File: src/rtl/rs_page_ecc.sv
module rs_page_ecc #(
  parameter int DATA_BYTES = 512,
  parameter int SYM_W      = 10,
  parameter int NPAR       = 6,
  parameter logic [SYM_W:0] FIELD_POLY = 11'h409
) (
  input  logic        clk,
  input  logic        rst_n,
  input  logic        feed_valid,
  input  logic [7:0]  feed_byte,
  input  logic [7:0]  reg_addr,
  input  logic        reg_we,
  input  logic [15:0] reg_wdata,
  output logic [15:0] reg_rdata,
  input  logic        dev_ready
);
  localparam int PK_BITS  = SYM_W * NPAR;
  localparam int PK_BYTES = (PK_BITS + 7) / 8;
  localparam int TOTAL    = DATA_BYTES + PK_BYTES;
  localparam int CNT_W    = $clog2(TOTAL + 1);
  localparam logic [6:0] W_STAT = 7'h01, W_CTRL = 7'h28, W_CHK = 7'h38;
  localparam logic [3:0] PG_NORM = 4'h6, PG_INV = 4'h8;

  function automatic logic [SYM_W-1:0] gf_mul(input logic [SYM_W-1:0] a, input logic [SYM_W-1:0] b);
    logic [SYM_W-1:0] p, x;
    p = '0; x = a;
    for (int i = 0; i < SYM_W; i++) begin
      if (b[i]) p ^= x;
      x = x[SYM_W-1] ? ((x << 1) ^ FIELD_POLY[SYM_W-1:0]) : (x << 1);
    end
    return p;
  endfunction

  function automatic logic [PK_BITS-1:0] gen_poly();
    logic [SYM_W-1:0] g [NPAR+1];
    logic [SYM_W-1:0] root;
    logic [PK_BITS-1:0] out;
    for (int j = 0; j <= NPAR; j++) g[j] = '0;
    g[0] = 1; root = 1;
    for (int r = 0; r < NPAR; r++) begin
      for (int j = NPAR; j >= 1; j--) g[j] = g[j-1] ^ gf_mul(g[j], root);
      g[0] = gf_mul(g[0], root);
      root = gf_mul(root, 2);
    end
    for (int j = 0; j < NPAR; j++) out[j*SYM_W +: SYM_W] = g[j];
    return out;
  endfunction

  function automatic logic [7:0] rev8(input logic [7:0] v);
    for (int i = 0; i < 8; i++) rev8[i] = v[7-i];
  endfunction

  localparam logic [PK_BITS-1:0] GEN = gen_poly();

  logic [NPAR-1:0][SYM_W-1:0] par, par_nxt;
  logic [PK_BYTES*8-1:0]      store, pk, result;
  logic [PK_BITS-1:0]         par_flat;
  logic [CNT_W-1:0]           cnt;
  logic                       gen_q, en_q, accept, clr, in_data;
  logic [SYM_W-1:0]           fb;

  assign clr     = reg_we && reg_addr[7:1] == W_CTRL && reg_wdata[7];
  assign in_data = cnt < CNT_W'(DATA_BYTES);
  assign accept  = en_q && feed_valid && (gen_q ? in_data : cnt < CNT_W'(TOTAL));
  assign fb      = {{(SYM_W-8){1'b0}}, ~feed_byte} ^ par[NPAR-1];

  always_comb
    for (int j = 0; j < NPAR; j++)
      par_nxt[j] = (j == 0 ? '0 : par[j-1]) ^ gf_mul(fb, GEN[j*SYM_W +: SYM_W]);

  for (genvar j = 0; j < NPAR; j++) begin : g_pack
    assign par_flat[(NPAR-1-j)*SYM_W +: SYM_W] = par[j];
  end
  assign pk     = {{(PK_BYTES*8-PK_BITS){1'b0}}, par_flat};
  assign result = pk ^ store;

  always_ff @(posedge clk or negedge rst_n)
    if (!rst_n) begin
      par <= '0; store <= '0; cnt <= '0; gen_q <= 1'b0; en_q <= 1'b0;
    end else begin
      if (reg_we && reg_addr[7:1] == W_CTRL) begin
        gen_q <= reg_wdata[6];
        en_q  <= reg_wdata[5];
      end
      if (clr) begin
        par <= '0; store <= '0; cnt <= '0;
      end else if (accept) begin
        cnt <= cnt + 1'b1;
        if (in_data) par <= par_nxt;
        else store[(cnt - CNT_W'(DATA_BYTES))*8 +: 8] <= rev8(~feed_byte);
      end
    end

  logic err;
  assign err = !gen_q && cnt == CNT_W'(TOTAL) && |result[PK_BITS-1:0];

  always_comb begin
    reg_rdata = '0;
    if (reg_addr[7:1] == W_STAT)      reg_rdata[0] = dev_ready;
    else if (reg_addr[7:1] == W_CTRL) reg_rdata[6:5] = {gen_q, en_q};
    else if (reg_addr[7:1] == W_CHK)  reg_rdata[7] = err;
    else if (reg_addr[7:4] == PG_NORM) reg_rdata[7:0] = rev8(result[reg_addr[3:1]*8 +: 8]);
    else if (reg_addr[7:4] == PG_INV)  reg_rdata[7:0] = ~rev8(result[reg_addr[3:1]*8 +: 8]);
  end

  p_cnt_bound_r7: assert property (@(posedge clk) disable iff (!rst_n)
    cnt <= CNT_W'(TOTAL));
  p_clear_zero_r5: assert property (@(posedge clk) disable iff (!rst_n)
    clr |=> (par == '0 && cnt == '0 && store == '0));
  p_disabled_hold_r6: assert property (@(posedge clk) disable iff (!rst_n)
    (!en_q && !clr) |=> ($stable(par) && $stable(store) && $stable(cnt)));
  p_write_cap_r7: assert property (@(posedge clk) disable iff (!rst_n)
    (gen_q && cnt == CNT_W'(DATA_BYTES) && !clr) |=> $stable(par));
  p_count_step_r8: assert property (@(posedge clk) disable iff (!rst_n)
    (accept && !clr) |=> cnt == $past(cnt) + 1'b1);
endmodule

File: config.mk
export PLATFORM = sky130hd
export DESIGN_NAME = rs_page_ecc
export DESIGN_NICKNAME = d
export VERILOG_FILES = /design/src/rtl/rs_page_ecc.sv
export SDC_FILE = /design/constraint.sdc
export NUM_CORES = 1
export LEC_CHECK = 0
export BUFFER_PORTS_ARGS = -buffer_cell sky130_fd_sc_hd__buf_2
export CORE_UTILIZATION = 65
export CTS_CLUSTER_SIZE = 10
export DETAILED_ROUTE_END_ITERATION = 10
export GPL_TIMING_DRIVEN = 0
export HOLD_SLACK_MARGIN = 0.05
export PLACE_DENSITY = 0.84
export SYNTH_ARGS = -nofsm -noshare
export SYNTH_HDL_FRONTEND = slang
export SYNTH_SLANG_ARGS = --single-unit
File: constraint.sdc
create_clock -name clk -period 7.9 [get_ports clk]
set_input_delay 0 -clock clk [delete_from_list [all_inputs] [get_ports clk]]
set_output_delay 0 -clock clk [all_outputs]
set_load 0.05 [all_outputs]
==> reports/summary.md, run 1 <==
Entering global routing, the biggest net connects 77 pins. The critical path goes through buf_1, inv_1, ha_1, nor2b_1, clkbuf_1, nand4_1, ha_1, or4_1, nor2_1, nand3_1, nor4_4, nand4_2, mux2i_1. The tools report the met3 global-route usage as 0.1151. Among the stages of the critical path, the cell type that occurs most often is sky130_fd_sc_hd__ha_1.

The tools report the count of distinct cell types in the synthesized netlist as 60. Capturing element type of the critical path: a register. The run finished with clean final reports. For this design, the slowest cell found on the critical path is sky130_fd_sc_hd__or4_1. The tools report the first-pass iteration count of the detailed router as 5.

Effective utilization at floorplan: 0.6649. The die is 121.2 um tall. The setup path with the least slack is of type register to register.

The buffers plus inverters on the worst setup path works out to 3. The run gives 0 as the initial antenna violation count. The top cell family by delay on the critical path is simple AND/OR/NAND/NOR gates. Among all flip-flop cells after synthesis, the most frequent one is sky130_fd_sc_hd__dfrtp_1. The maximum number of buffers from clock root to sink was 2. The top cell types in the final layout, fill and taps aside, are sky130_fd_sc_hd__dfrtp_1, sky130_fd_sc_hd__nand2_1, sky130_fd_sc_hd__xnor2_1. The setup slack of the most critical reg-to-reg path is 3.33 ns, and the routed wire length is 27800 um.

The max-slew headroom at the worst pin is 0.3691, and the final antenna diode count is 0. After clock tree synthesis, the clock-pin slew on the worst setup and hold paths is 0.06 ns. In this run the mean area of a mapped cell was 10.04 sq um. The H-tree depth is 4, and the number of nets with antenna violations after detailed routing is 0. The async set-or-reset flop fraction in the synthesized netlist is 1.000. The cell area power density was 463.0 mW/mm^2.

The min-delay analysis places its worst path in the category input port to register. The DRC violation count after routing came out at 0. For the pin with the worst max-slew slack, the measured transition is 0.9395 ns. After the flow finishes, the layout carries non-filler instances totaling 1174.

The mapped netlist covers 0.009229 sq mm. Number of synthesized register bits: 136. The number of pins with negative max-slew slack in the final report is 0, and the number of input and output port buffers inserted is 27. Global routing finished with a remaining overflow of 0. The run gives 0.7441 as the utilization after layout. In this run, the number of DRC markers left after iteration 0 of detailed routing was 1083. Static timing analysis puts the maximum clock frequency at 218.8 MHz. For the routability-driven placement congestion ratio, the log shows 0.9845. Layer with the highest usage after global routing: met2. The final clock period utilization by the worst path is 0.5787, and the data arrival time of the critical path is 4.91 ns. The run gives 0 as the final hold violation count.

The clock network latency to the later pin of the worst-skew pair came out at 0.43 ns. The total number of yosys warnings is 0. The part of the Yosys area used for sequential elements is 0.3688.

The area used by sequential logic in the layout was 0.003403 sq mm; the count of boundary I/O pins was 53. The run gives 136 as the number of clock sinks. TritonCTS built the clock tree.

The logs give 0 ns for the setup TNS after final layout and 3.329 ns for the setup slack of the critical path after layout. The maximum fanout along the worst path is 10. The root buffer cell is sky130_fd_sc_hd__clkbuf_16. The global-route met2 utilization was 0.6054; the mean routed wirelength per cell was 23.68 um. Detailed placement finished with a half-perimeter wire length of 20070 um.

The number of placed cells counting well taps is 1134, and the post-synthesis cell count is 919. The clock period could shrink to 4.571 ns. The floorplan has 43 rows. Data on the critical path is required at its endpoint by 8.24 ns.

At the placement stage, the worst setup path has a slack of 3.455 ns. For this design the static power due to leakage is 4.914 nW. Setup violations remaining at the end of the flow were counted as 0. The routed via count divided by cell count was 6.445; the worst vdd rail ir drop was 0.0003492 V. Proportion of layout cells with a drive suffix above 1: 0.1227. The first global-routing pass estimated 42200 um of wire. The logs give 7567 for the via count and 0.5166 for the met1 usage. The die covers 0.01468 sq mm. On the final layout, the worst clock skew is 0.01010 ns.

Max-cap violations in this run came to 0. The area growth from synthesis to layout was 11.92%. STA classifies the critical path startpoint as a register.

The logs give 1027 for the layout net count and 952 for the filler cell count in the final layout. The most common cell after layout, fill and taps aside was sky130_fd_sc_hd__dfrtp_1. The number of synthesized flops with an enable pin works out to 0. The die is 121.2 um wide.

The number of buffers inserted during clock tree synthesis is 17. Multi-input logic area: 0.005523 sq mm. Setup repair after global routing left no endpoint under its margin. Power comes to 4.783 mW. Number of global-route vias before repair: 7461. The worst stage delay on the critical path was 0.55 ns; the area of the core was 0.01388 sq mm. The total track usage came out at 0.3993.
tightest hold or removal path, cell delays in order:
cell                      delay (ns)
sky130_fd_sc_hd__buf_2          0.15
sky130_fd_sc_hd__nor2_1         0.11
sky130_fd_sc_hd__mux2i_1        0.09
sky130_fd_sc_hd__nor2_2         0.08
cell usage after synthesis, drive strengths merged (3+ instances only):
cell type    n  area share
nor3        13      0.0070
or3          9      0.0061
mux4        16       0.039
o21ai       14      0.0076
xnor2      109        0.11
nand4b       6      0.0057
nor2b        6      0.0041
mux2i       71       0.077
and3         6      0.0041
dfrtp      136        0.37
nor2        78       0.034
clkbuf      44       0.018
a211oi      20       0.016
mux2         3      0.0037
ha           8       0.011
buf         24       0.015
nand2      120       0.049
or2          4      0.0027
inv          7      0.0028
nand4       20       0.016
xnor3       16       0.039
or4b         3      0.0037
xor2        86       0.082
nor4bb       4      0.0043
nor4        16       0.014
xor3         4       0.010
a21oi       34       0.018
nand3       16      0.0092
state kept, by name, indices dropped and copies added (netlist names):
register,cells
cnt,10
en_q,1
gen_q,1
par,60
store,64
layout make-up:
| cell class | instances | share of cell area |
|---|---|---|
| inverters | 7 | 0.002544 |
| clock buffers | 23 | 0.04531 |
| repair buffers | 37 | 0.02508 |
| multi-input cells | 715 | 0.5347 |
| well taps | 180 | 0.02180 |
| plain buffers | 68 | 0.02932 |
| flip-flops and latches | 136 | 0.3295 |
| clock inverters | 8 | 0.01175 |
path summary, 6_finish.rpt:
path / startpoint / to / cells past startpoint
min in group asynchronous: rst_n / cnt[4] / 2
max in group asynchronous: rst_n / store[37] / 3
max: cnt[0] / store[43] / 13
max reg2reg: cnt[0] / store[43] / 13
min reg2reg: store[63] / store[63] / 2
min: feed_byte[1] / store[6] / 4
cells by family after synthesis:
family | count (synthesis) | synth area share
AOI/OAI and AO/OA | 83 | 0.05789
and+or+nand+nor | 311 | 0.1691
buffers and inverters | 75 | 0.03566
other | 1 | 0.0004063
adders and majority gates | 8 | 0.01085
DFF | 136 | 0.3688
xor gates and xnor gates | 215 | 0.2377
muxes | 90 | 0.1197
metrics by stage:
step                hold slack, ns  area [sq um]
CTS                        0.05635         10330
finish                     0.04544         10330
global route               0.07186         10330
global placement            0.2324          9615
floorplan                  -0.2956          9255
detailed placement         0.01349          9649
where the power goes:
part | total, mW | internal [mW] | switching [mW] | leakage [nW]
clock network | 0.813 | 0.510 | 0.303 | 0.287
registers | 1.12 | 0.849 | 0.273 | 1.79
logic | 2.85 | 1.37 | 1.48 | 2.84
timing repair:
action / 4_1_cts / 5_1_grt
resized for setup: 0 / 0
hold buffers: 9 / 0
hold endpoints to repair: 66 / 0
buffers inserted: 0 / 0
layer usage:
| metal | up-vias | share of wire |
|---|---|---|
| met4 | 0 | 0.054 |
| met5 | - | 0 |
| met1 | 3711 | 0.39 |
| met3 | 105 | 0.10 |
| li1 | 3263 | - |
| met2 | 488 | 0.45 |
(Power assumes the default switching activity.)
==> inputs of run 2 (changes only) <==
--- a/config.mk
+++ b/config.mk
@@ -5,13 +5,14 @@
 export SDC_FILE = /design/constraint.sdc
 export NUM_CORES = 1
 export LEC_CHECK = 0
+export ABC_AREA = 1
 export BUFFER_PORTS_ARGS = -buffer_cell sky130_fd_sc_hd__buf_2
-export CORE_UTILIZATION = 65
+export CORE_UTILIZATION = 56
 export CTS_CLUSTER_SIZE = 10
 export DETAILED_ROUTE_END_ITERATION = 10
 export GPL_TIMING_DRIVEN = 0
 export HOLD_SLACK_MARGIN = 0.05
-export PLACE_DENSITY = 0.84
+export PLACE_DENSITY = 0.77
 export SYNTH_ARGS = -nofsm -noshare
 export SYNTH_HDL_FRONTEND = slang
 export SYNTH_SLANG_ARGS = --single-unit
==> constraint.sdc (replaced) <==
create_clock -name clk -period 4 [get_ports clk]
set_input_delay 0 -clock clk [delete_from_list [all_inputs] [get_ports clk]]
set_output_delay 0 -clock clk [all_outputs]
set_load 0.05 [all_outputs]
==> run 2 against run 1 <==
Compared with the run above:
- clock skew barely moved
- clock power rose by 110%
- sequential power rose by 45%
- utilization down 9.7 points
- cell count increased by 28%
- sequential cell count unchanged
- die area grew 18%
- sequential share of layout area shrank 1.1 points
- power is 18% higher
- synthesized cell count up 30%
- synthesized area up 2.3%
- largest power group unchanged
- highest routed layer unchanged
==> reports/summary.md, run 2 <==
The run finished with clean final reports. In the layout the commonest cells are sky130_fd_sc_hd__nand2_1, sky130_fd_sc_hd__dfrtp_1, sky130_fd_sc_hd__xor2_1. The run gives 1313 (+28%) as the layout net count. The data arrival time of the critical path is 3.94 ns (-0.97 ns), and the fmax is 274.6 MHz (+26%). The post-synthesis xor/xnor area fraction works out to 0.1996 (-0.03806). The initial antenna violation count is 0 (unchanged), and the count of distinct cell types in the synthesized netlist is 55 (-8.3%). The run gives 0.009440 sq mm (+2.3%) as the post-synth design cell area. The setup violation total in the final timing report is 0 (unchanged).

By area the synthesized netlist is led by sky130_fd_sc_hd__dfrtp_1, sky130_fd_sc_hd__nand2_1, sky130_fd_sc_hd__xor2_1. The cell depth of the worst flop-to-flop path works out to 17 (+4). Mean routed wirelength per cell: 20.91 um (-12%).

The logs give 0.406 (-0.189) for the portion of total power attributed to combinational logic and 9 (+4) for the first-pass iteration count of the detailed router. Proportion of layout cells with a drive suffix above 1: 0.1070 (-0.01571). The y dimension of the die was 131.8 um (+8.8%); the via count was 9071 (+20%). The total number of yosys warnings was 0 (unchanged); the worst stage delay on the critical path was 0.41 ns (-0.14 ns). The die outline width works out to 131.8 um (+8.8%).

The run gives 2.244 mW (+9.3%) as the net switching power of the design. The run gives 0 (unchanged) as the buffers inserted during post-CTS setup optimization. Measured slew at the worst slew-check pin: 0.8293 ns (-0.1102 ns). The run gives 0.3605 (-0.008260) as the part of the Yosys area used for sequential elements. Largest area contributor in the netlist: sky130_fd_sc_hd__dfrtp_1.

STA classifies the critical path endpoint as a register. The register with the most flip-flops is store. Among all flip-flop cells after synthesis, the most frequent one is sky130_fd_sc_hd__dfrtp_1. The total track usage was 0.3713 (-0.02806); the final hold violation count was 0 (unchanged).

The tools report the worst clock skew on the final layout as 0.01044 ns (+0.0003385 ns). The total number of placement rows is 47 (+9.3%), and the post-synthesis cell count is 1198 (+30%). The most common cell in the synthesized netlist is sky130_fd_sc_hd__nand2_1. For the number of buffers inserted during clock tree synthesis, the log shows 17 (unchanged). The routed via count divided by cell count is 6.047 (-6.2%), and the cell area power density is 528.0 mW/mm^2 (+14%). For the clock network latency to the later pin of the worst-skew pair, the log shows 0.43 ns (about the same).

The tree is rooted in a sky130_fd_sc_hd__clkbuf_16. The number of maximum-capacitance constraint violations is 0 (unchanged), and the largest net degree at the start of global routing is 83 (+7.8%). The number of flip-flops in the largest register came out at 64 (unchanged). Die outline area: 0.01738 sq mm (+18%).

The clock input transition at the sequential cells of the worst setup and hold paths works out to 0.06 ns (about the same). Top cell family by delay on the critical path: simple AND/OR/NAND/NOR gates. Number of pins with negative max-slew slack in the final report: 0 (unchanged). Among all stages on the critical path, the largest delay is contributed by sky130_fd_sc_hd__dfrtp_1. The adder-cell share of the synthesized area came out at 0.01060 (-0.0002429). The cell that appears most often on the critical path is sky130_fd_sc_hd__nand3_1.

Post-synthesis compound-gate area fraction: 0.09476 (+0.03687). The post-layout minimum cycle time is 3.642 ns (-0.9295 ns). Final antenna diode count: 0 (unchanged). The share of the synthesized area in the top cell type was 0.3605 (-0.008260). The critical path is of the register to register type. Proportion of total power due to net switching: 0.3972 (-0.03204). TritonCTS built the clock tree. The final clock period utilization by the worst path is 0.9105 (+0.3318). Setup repair after global routing left no endpoint under its margin.

The effective utilization at floorplan was 0.5713 (-0.09358); the number of cells on the critical path was 17 (+4). The post-layout instance area came out at 0.01070 sq mm (+3.6%). Number of input and output port buffers inserted: 28 (+3.7%). Leaving out fill and tap cells, the most frequent cell in the layout is sky130_fd_sc_hd__nand2_1.

The number of clock sinks was 136 (unchanged); the simple-gate share of the synthesized area was 0.2632 (+0.09416). The number of global-route vias before repair was 8592 (+15%). The buffers plus inverters on the worst setup path came out at 2 (-1).

Setup TNS after final layout: 0 ns (unchanged). Traced cell by cell, the critical path runs through inv_2, clkbuf_2, ha_1, nand2_1, nor3_1, nand2_1, ha_1, nor3b_1, nand3_1, nor2_1, nand3_1, nand2_1, nand3_2, nor2_2, nand3_1, nand3_1, o21ai_1. For the sequential group share of total power, the log shows 0.286 (+0.051). The area growth from synthesis to layout is 13.35%. The commonest cells after synthesis are sky130_fd_sc_hd__nand2_1, sky130_fd_sc_hd__dfrtp_1, sky130_fd_sc_hd__xor2_1.

The mean instance size in the synthesized netlist is 7.880 sq um (-22%), and the first-pass GRT wire length is 47930 um (+14%). Number of synthesized flops with an enable pin: 0 (unchanged). The run gives 0.308 (+0.138) as the relative contribution of the clock network to total power. The residual overflow from global routing came out at 0 (unchanged). The critical path required time is 4.30 ns (-3.94 ns), and the total power draw is 5.650 mW (+18%). For the filler cell count in the final layout, the log shows 1369 (+44%). The largest registers in the layout are store x64, par x60, cnt x10.

The area of the core was 0.01652 sq mm (+19%); the utilization after layout was 0.6475 (-0.09656). The number of cells on the worst hold path works out to 4 (unchanged). By area, the combinational part of the netlist is dominated by simple AND/OR/NAND/NOR gates. The run gives 5.185 nW (+5.5%) as the static power due to leakage. The routability-driven placement congestion ratio is 1.034 (+5.0%), and the number of synthesized register bits is 136 (unchanged). The maximum fanout along the worst path came out at 10 (unchanged).

The run gives 53 (unchanged) as the count of boundary I/O pins. The placed cell area is 0.009916 sq mm (+2.8%). The routed wire length is 31370 um (+13%), and the worst hold slack across all endpoints is 0.1384 ns (+0.09293 ns). The logs give 1182 (+9.1%) for the violation count after the first detailed-routing iteration and 4 (unchanged) for the H-tree depth.

Kind of launch point of the worst setup path: a register. The max-slew headroom at the worst pin is 0.4471 (+0.07799). The run gives 0 (unchanged) as the DRC violation count after routing. The worst vdd rail ir drop was 0.0003516 V (+0.69%). Maximum number of buffers from clock root to sink: 2 (unchanged).

For the cell-internal power, the log shows 3.406 mW (+25%). The post-detailed-placement half-perimeter wirelength came out at 23530 um (+17%). For the number of nets with antenna violations after detailed routing, the log shows 0 (unchanged). The async set-or-reset flop fraction in the synthesized netlist was 1.000 (unchanged); the portion of netlist area occupied by mux cells was 0.004374 (-0.1153).

The class of the worst hold path was input port to register.
run 2: tightest hold or removal path, cell delays in order:
cell and delay, ns:
sky130_fd_sc_hd__buf_2 0.09, sky130_fd_sc_hd__nand3_2 0.22, sky130_fd_sc_hd__o21ai_0 0.16, sky130_fd_sc_hd__a21oi_1 0.05
run 2: path summary, 6_finish.rpt:
path,from,to,slack [ns]
max,cnt[0],store[57],0.36
min in group asynchronous,rst_n,cnt[8],0.19
max in group asynchronous,rst_n,store[41],3.04
min reg2reg,store[32],store[32],0.52
max reg2reg,cnt[0],store[57],0.36
min,reg_wdata[7],cnt[0],0.14
run 2: kinds of logic after synthesis:
| kind of cell | after synthesis |
|---|---|
| muxes | 4 |
| AOI/OAI and AO/OA | 156 |
| buffers and inverters | 157 |
| DFF | 136 |
| adders and majority gates | 8 |
| and+or+nand+nor | 538 |
| other | 1 |
| xor gates and xnor gates | 198 |
run 2: stage by stage:
step	setup slack (ns)	cells
finish	0.3582	1500
global route	0.08804	1500
CTS	0.2623	1500
detailed placement	0.2900	1454
global placement	0.3865	1453
floorplan	1.007	1205
run 2: per-layer routing:
metal	part of all wire	global-route usage	vias up
met1	0.39	0.4741	4275
li1	-	-	4043
met3	0.12	0.1315	158
met4	0.074	0.2442	0
met5	0	0	-
met2	0.42	0.5312	595
run 2: layout make-up:
class / count / area (sq um) / area share
well taps: 220 / 275.3 / 0.02572
inverters: 112 / 420.4 / 0.03929
repair buffers: 44 / 324.1 / 0.03029
multi-input cells: 912 / 5435 / 0.5079
clock buffers: 20 / 436.7 / 0.04081
clock inverters: 11 / 196.4 / 0.01836
plain buffers: 45 / 209.0 / 0.01953
flip-flops and latches: 136 / 3403 / 0.3181
run 2: power groups by stage:
stage / clock, mW / combinational [mW] / sequential (mW)
final: 1.74 / 2.29 / 1.62
after global routing: 1.79 / 2.46 / 1.62
after CTS: 1.73 / 2.22 / 1.61
after detailed placement: 0 / 2.18 / 1.63
after global placement: 0 / 2.12 / 1.63
after floorplan: 0 / 1.71 / 1.58
run 2: timing repair:
item,in CTS,in global routing
gates resized for setup,0,2
hold endpoints to repair,128,0
endpoints found under the setup margin,0,56
hold buffers,15,0
